--- src/rtl/clk12_pkg.sv ---
package clk12_pkg;

    localparam int DIGIT_W     = 4;
    localparam int N_LOW       = 4;   // sec units, sec tens, min units, min tens
    localparam int DECADE_MOD  = 10;
    localparam int SEXT_MOD    = 6;
    localparam int HOUR_UNITS_WRAP = 9;

    typedef logic [DIGIT_W-1:0] digit_t;

    typedef struct packed {
        logic   pm;
        logic   hr_tens;
        digit_t hr_ones;
    } hours_t;

    localparam hours_t HOURS_AT_RESET = '{pm: 1'b0, hr_tens: 1'b1, hr_ones: 4'd2};

    // Even stages are decade digits, odd stages are mod-6 digits.
    function automatic int stage_modulus(input int idx);
        return (idx % 2 == 0) ? DECADE_MOD : SEXT_MOD;
    endfunction

    // Highest bit that changes on the wrap of a stage.
    function automatic int stage_carry_bit(input int idx);
        return (idx % 2 == 0) ? 3 : 2;
    endfunction

    function automatic digit_t wrap_inc(input digit_t d, input int modulus);
        return (d == digit_t'(modulus - 1)) ? '0 : d + 1'b1;
    endfunction

    function automatic logic fell(input logic was, input logic now);
        return was & ~now;
    endfunction

    function automatic logic is_hour(input hours_t h, input logic t, input digit_t u);
        return (h.hr_tens == t) && (h.hr_ones == u);
    endfunction

    // Next hour value: units count with a carry into the single tens bit,
    // then the state tens=1 units=3 is replaced by 01.
    function automatic hours_t hours_next(input hours_t h);
        hours_t n;
        n = h;
        if (h.hr_ones == digit_t'(HOUR_UNITS_WRAP)) begin
            n.hr_ones = '0;
            n.hr_tens = 1'b1;
        end else begin
            n.hr_ones = h.hr_ones + 1'b1;
        end
        if (is_hour(n, 1'b1, 4'd3)) begin
            n.hr_tens = 1'b0;
            n.hr_ones = 4'd1;
        end
        if (is_hour(h, 1'b1, 4'd1)) begin
            n.pm = ~h.pm;
        end
        return n;
    endfunction

endpackage

--- src/rtl/clk12_digit.sv ---
module clk12_digit
    import clk12_pkg::*;
#(
    parameter int MODULUS   = 10,
    parameter int CARRY_BIT = 3
) (
    input  logic   clk,
    input  logic   rst,
    input  logic   adv,
    output digit_t q,
    output logic   carry
);
    logic top_was;

    always_ff @(posedge clk) begin
        if (rst) begin
            q       <= '0;
            top_was <= 1'b0;
        end else begin
            if (adv) begin
                q <= wrap_inc(q, MODULUS);
            end
            top_was <= q[CARRY_BIT];
        end
    end

    // High for the one cycle after the watched bit falls.
    assign carry = fell(top_was, q[CARRY_BIT]);

endmodule

--- src/rtl/clk12_hours.sv ---
module clk12_hours
    import clk12_pkg::*;
(
    input  logic   clk,
    input  logic   rst,
    input  logic   adv,
    output hours_t hrs
);
    always_ff @(posedge clk) begin
        if (rst) begin
            hrs <= HOURS_AT_RESET;
        end else if (adv) begin
            hrs <= hours_next(hrs);
        end
    end
endmodule

--- src/rtl/clk12_chain.sv ---
module clk12_chain
    import clk12_pkg::*;
(
    input  logic       clk,
    input  logic       rst,
    input  logic       tick,
    output logic [3:0] sec_ones,
    output logic [3:0] sec_tens,
    output logic [3:0] min_ones,
    output logic [3:0] min_tens,
    output logic       hr_tens,
    output logic [3:0] hr_ones,
    output logic       pm
);
    logic [N_LOW:0] adv_chain;
    digit_t         digits [N_LOW];
    hours_t         hrs;

    assign adv_chain[0] = tick;

    for (genvar i = 0; i < N_LOW; i++) begin : g_stage
        clk12_digit #(
            .MODULUS  (stage_modulus(i)),
            .CARRY_BIT(stage_carry_bit(i))
        ) u_stage (
            .clk  (clk),
            .rst  (rst),
            .adv  (adv_chain[i]),
            .q    (digits[i]),
            .carry(adv_chain[i+1])
        );
    end

    clk12_hours u_hours (
        .clk(clk),
        .rst(rst),
        .adv(adv_chain[N_LOW]),
        .hrs(hrs)
    );

    assign sec_ones = digits[0];
    assign sec_tens = digits[1];
    assign min_ones = digits[2];
    assign min_tens = digits[3];
    assign hr_tens  = hrs.hr_tens;
    assign hr_ones  = hrs.hr_ones;
    assign pm       = hrs.pm;

endmodule

--- config.mk ---
export PLATFORM = sky130hd
export DESIGN_NAME = clk12_chain
export DESIGN_NICKNAME = d
export VERILOG_FILES = /design/src/rtl/clk12_pkg.sv /design/src/rtl/clk12_digit.sv /design/src/rtl/clk12_hours.sv /design/src/rtl/clk12_chain.sv
export SDC_FILE = /design/constraint.sdc
export NUM_CORES = 1
export LEC_CHECK = 0
export ABC_CLOCK_PERIOD_IN_PS = 3520
export BUFFER_PORTS_ARGS = -buffer_cell sky130_fd_sc_hd__buf_2
export CAP_MARGIN = 0
export CORE_ASPECT_RATIO = 0.6
export CORE_MARGIN = 4
export CORE_UTILIZATION = 40
export DETAILED_ROUTE_END_ITERATION = 8
export MAX_ROUTING_LAYER = met4
export SYNTH_ARGS = -nofsm -noshare
export SYNTH_HDL_FRONTEND = slang
export SYNTH_SLANG_ARGS = --single-unit
--- constraint.sdc ---
create_clock -name clk -period 3.52 [get_ports clk]
set_input_delay 0.704 -clock clk [delete_from_list [all_inputs] [get_ports clk]]
set_output_delay 0.704 -clock clk [all_outputs]
set_load 0.005 [all_outputs]
Yosys cells after proc, flatten, opt, wreduce, memory -nomap -nowiden
Index checks and enable logic that the tools add are counted.

storage, ports and cells
  input port bits = 3
  register bits = 26
  output and inout port bits = 22

operators by class
  bitwise gates (word level) = 9
  add/subtract/negate cells = 5
  muxes and demuxes = 11
  reduce and logical (&&, ||, !) cells = 3
  equality and inequality tests = 7

operator list
  kind                                                 count
  2-to-1 mux 4 bit                                     7
  adder 4 x 1 -> 4 bit, second input constant          5
  equality test 4 bit, second input constant           3
  equality test 4 x 3 -> 1 bit, second input constant  2
  2-to-1 mux 5 bit                                     1
  NOT 1 bit                                            5
  AND 1 bit                                            4
  equality test 4 x 1 -> 1 bit, second input constant  1
  equality test 4 x 2 -> 1 bit, second input constant  1
  2-to-1 mux 1 bit                                     3
  logical AND 1 bit                                    2
  AND reduction 2 bit                                  1

Longest topological paths before layout
  word-level depth = 7
  gate-level depth with buffers = 4
  gate-level depth less buffers = 3

By module
A second synthesis with hierarchy kept.

second synthesis, totals
  cells, all modules = 117
  area total of the unflattened synthesis = 1,098.6 um^2

modules (own cells, without submodules)
  module                                cells an instance  area each (um^2)  instances
  clk12_digit (g_stage[0].u_stage ...)  22                 203.9             2
  clk12_digit (g_stage[1].u_stage ...)  21                 198.9             2
  clk12_hours                           31                 292.8             1

Least setup slack after synthesis
No wires, ideal clock.

  path kind = in2reg
  from = input rst
  to = register, netlist name u_hours.hrs[1]
  slack = 2.143 ns
  stages on the path = 3
  setup time = 0.120 ns
  data required time = 3.400 ns
  arrival time = 1.258 ns
  cells stage by stage = buf_2 > buf_1 > a211o_1

RTL lines
  item         RTL line          source
  from (decl)  clk12_chain.sv:5  input logic rst,

No word-level cell between the ends.

Worst setup path in the final report
  from = register g_stage[3].u_stage.q[2]
  to = output min_tens[2]

RTL lines
  item                    RTL line           source
  from (decl)             clk12_digit.sv:10  output digit_t q,
  from (signal assigned)  clk12_digit.sv:21  q <= wrap_inc(q, MODULUS);
  to (decl)               clk12_chain.sv:10  output logic [3:0] min_tens,

No word-level cell between the ends.

==> flow_metrics.py <==
metrics = {
    "status": {
        "run_status": "finished clean",
    },
    "placed_design": {
        "gp_congestion": 0.779,
        "hpwl_um": 1640,
        "buffer_ports.inserted": 24,
        "pre_cts_ws_ps": 1840,
    },
    "synth": {
        "yosysSeqAreaShare_pct": 45.1,
        "ys_warn_count": 0,
        "synth_nets": 122,
        "syn_avg_cell_area_sq_um": 9.69,
        "synth_cell_types": 37,
        "synth_area_sq_mm": 0.00115,
        "netlist_instances": 119,
        "ys_ff_latch": 26,
    },
    "setup_path": {
        "crit_slowest_cell": "dfxtp_1",
        "reg2reg_to": "g_stage[3].u_stage.q[3]$_SDFFE_PP0P_",
        "required_ps": 2820,
        "crit_buf_inv": 1,
        "path_delay_family": "flip-flops",
        "critPathLaunchType": "flop",
        "path_cells": "buf_2",
        "reg2reg_depth": 3,
        "end_kind": "output port",
        "critical_path_class": "flop to output port",
        "r2r_slack_ps": 2290,
        "arrival_ps": 950,
        "cp_max_fo": 10,
        "timing.rr.start": "g_stage[2].u_stage.q[3]$_SDFFE_PP0P_",
        "slowest_delay_ps": 500,
    },
    "hold_path": {
        "whs_endpoint": "g_stage[0].u_stage.q[1]$_SDFFE_PP0P_",
        "min_path_cells": 2,
        "min-delay-start": "g_stage[0].u_stage.q[1]$_SDFFE_PP0P_",
        "hp-class": "flop to flop",
    },
    "clock_network": {
        "cts-root-buf": "clkbuf_8",
        "hold_buffers": 0,
        "clock_latency_ps": 270,
        "clockBufferDepth": 2,
        "clkSinkCount": 26,
        "cts_tree": "done",
        "cts_buffers": 3,
        "htree_levels": 1,
        "path_clk_slew_ps": 90,
        "cts_setup_buffers": 0,
        "cts_resized": 0,
    },
    "global_routing": {
        "grt_pass1_wl_um": 3990,
        "grt.total_usage_pct": 13.2,
        "grt_max_degree": 30,
        "grt_pass1_vias": 844,
        "grt.overflow.total": 0,
        "grt_antenna_before_repair": 0,
    },
    "die": {
        "boundaryPins": 25,
        "die-area_sq_mm": 0.00384,
        "rows": 14,
        "initial_utilization_pct": 43.9,
        "core_area_sq_mm": 0.00263,
        "die-height_um": 49.6,
        "die_w_um": 77.3,
    },
    "final_layout": {
        "area_growth_pct": 17.6,
        "n_antenna_cell": 0,
        "final_nets": 148,
        "post-route-util_pct": 51.6,
        "layout-drive-gt1-share_pct": 26.4,
    },
    "route": {
        "routed_wl_um": 2260,
        "drt_iter0_drc": 46,
        "drc": 0,
        "first_pass_iters": 4,
        "wire_per_inst_um": 12.8,
        "vias": 930,
        "ant_nets": 0,
        "viasPerCell": 5.28,
    },
    "sta": {
        "slew_headroom_pct": 66.8,
        "worst_slack_ps": 1870,
        "fin_crit_sh_pct": 47.0,
        "rsz0062_at_grt": "false",
        "hold_violations": 0,
        "max_freq_ghz": 0.605,
        "period_needed_ps": 1650,
        "clock-skew-final_ps": 3.76,
        "setup_viol": 0,
        "tns_ps": 0,
        "drv_slew": 0,
        "tightest_slew_ps": 498,
    },
    "power": {
        "p_sw_share_pct": 21.0,
        "p_per_area_mw_per_mm2": 380,
        "pwr-share-seq_pct": 58.6,
        "power_leakage_uw": 0.000601,
        "p_sw_uw": 108,
        "fin_total_pwr_uw": 515,
        "power.internal_uw": 407,
        "vdd_drop_max_v": 0.000211,
        "comb_power_share_pct": 4.4,
        "clock_power_share_pct": 37.0,
    },
    "run": {
        "drv_cap": 0,
    },
}
-- state kept, by name, indices dropped and copies added, names as in the netlist --
signal,flops
g_stage.u_stage.q,16
g_stage.u_stage.top_was,4
u_hours.hrs,6
-- layout make-up --
| cell class | instances | area [sq um] |
|---|---|---|
| tap | 32 | 40.0 |
| fill | 260 | 1270 |
| sequential | 26 | 520 |
| timing repair buffer | 24 | 120 |
| multi-input combinational | 88 | 613 |
| inverter | 2 | 7.51 |
| clock buffer | 4 | 55.1 |
-- cell families (layout without fill, tap and decap cells) --
logic type	Yosys count	in the layout	synth area share, %
and+or+nand+nor	54	54	30.2
xor gates and xnor gates	8	8	6.07
AOI/OAI and AO/OA	24	24	14.6
buffers and inverters	5	30	1.74
muxes	2	2	2.28
DFF	26	26	45.1
-- worst max path at each step --
stage / from / endpoint / slack [ps] / depth (start not counted)
2_1_floorplan: rst / u_hours.hrs[1]$_SDFFE_PP1P_ / 2140 / 3
3_3_place_gp: rst / u_hours.hrs[5]$_SDFFE_PP0P_ / 1860 / 4
3_5_place_dp: rst / u_hours.hrs[5]$_SDFFE_PP0P_ / 1840 / 4
4_1_cts: g_stage[3].u_stage.q[2]$_SDFFE_PP0P_ / min_tens[2] / 1850 / 1
5_1_grt: g_stage[1].u_stage.q[2]$_SDFFE_PP0P_ / sec_tens[2] / 1790 / 1
6_report: g_stage[3].u_stage.q[2]$_SDFFE_PP0P_ / min_tens[2] / 1870 / 1
-- layer usage --
layer	wire length, um	vias to the layer above	GRT usage (%)
met5	0	-	-
met1	1240	431	19.3
met2	883	19	17.0
li1	-	476	-
met3	115	4	4.36
met4	19	0	3.55
-- stage by stage --
| stage | instance area, sq um | hold WS (ps) | cells |
|---|---|---|---|
| 2_1_floorplan | 1150 | 494 | 119 |
| 3_3_place_gp | 1300 | 499 | 172 |
| 3_5_place_dp | 1300 | 498 | 172 |
| 4_1_cts | 1360 | 510 | 176 |
| 5_1_grt | 1360 | 549 | 176 |
| 6_report | 1360 | 509 | 176 |
-- tightest hold or removal path, delay by kind of cell, from the launching register on --
family | cells | cell delay (ps)
and+or+nand+nor | 1 | 70
DFF | 1 | 350
AOI/OAI and AO/OA | 1 | 50
-- synthesized netlist by cell type --
| cell | instances | area, sq um |
|---|---|---|
| nand3b_1 | 3 | 22.5 |
| dfxtp_1 | 26 | 521 |
| nand4b_1 | 2 | 17.5 |
| a211o_1 | 2 | 17.5 |
| nand3_1 | 2 | 10.0 |
| buf_2 | 1 | 5.00 |
| o21ai_0 | 2 | 10.0 |
| xor2_1 | 2 | 17.5 |
| nor2_1 | 12 | 45.0 |
| o21bai_1 | 1 | 7.51 |
| mux2_4 | 1 | 15.0 |
| o31ai_1 | 1 | 7.51 |
| a211o_2 | 1 | 10.0 |
| nand2_1 | 4 | 15.0 |
| nand3b_4 | 1 | 20.0 |
| nand4_1 | 2 | 12.5 |
| xnor2_1 | 6 | 52.6 |
| a21oi_2 | 1 | 8.76 |
| buf_1 | 2 | 7.51 |
| and4b_1 | 1 | 10.0 |
| a311oi_1 | 3 | 26.3 |
| nor3_1 | 1 | 5.00 |
| and4bb_2 | 1 | 12.5 |
| nor3b_2 | 1 | 12.5 |
| a21oi_1 | 9 | 45.0 |
| or3_1 | 1 | 6.26 |
| mux2_2 | 1 | 11.3 |
| a221oi_1 | 2 | 17.5 |
| and3b_1 | 3 | 26.3 |
| a41o_1 | 1 | 10.0 |
| and3b_2 | 1 | 10.0 |
| and2b_1 | 1 | 7.51 |
| nor2b_2 | 1 | 8.76 |
| nand2b_1 | 5 | 31.3 |
| inv_1 | 2 | 7.51 |
| nor2b_1 | 12 | 75.1 |
| a31o_2 | 1 | 8.76 |
-- cells in the final DEF (no fill, tap or decap), types with 2 or more instances in the layout --
| master | instances |
|---|---|
| clkbuf_8 | 4 |
| nand2_1 | 4 |
| a311oi_1 | 3 |
| and3b_1 | 3 |
| dfxtp_1 | 26 |
| nor2b_1 | 12 |
| nand2b_1 | 5 |
| nand4b_1 | 2 |
| buf_2 | 24 |
| nor2_1 | 12 |
| o21ai_0 | 2 |
| a221oi_1 | 2 |
| a21oi_1 | 9 |
| nand3_1 | 2 |
| xnor2_1 | 6 |
| xor2_1 | 2 |
| nand3b_1 | 3 |
| inv_1 | 2 |
| nand4_1 | 2 |
| a211o_1 | 2 |
-- power by group through the flow --
stage / clock network, uW / logic, uW / registers (uW)
2_1_floorplan: 0 / 15.2 / 308
3_3_place_gp: 0 / 22.3 / 309
3_5_place_dp: 0 / 22.6 / 308
4_1_cts: 198 / 22.6 / 302
5_1_grt: 212 / 25.1 / 303
6_report: 191 / 22.4 / 302
Note: power is estimated with default switching activity, not from simulation.
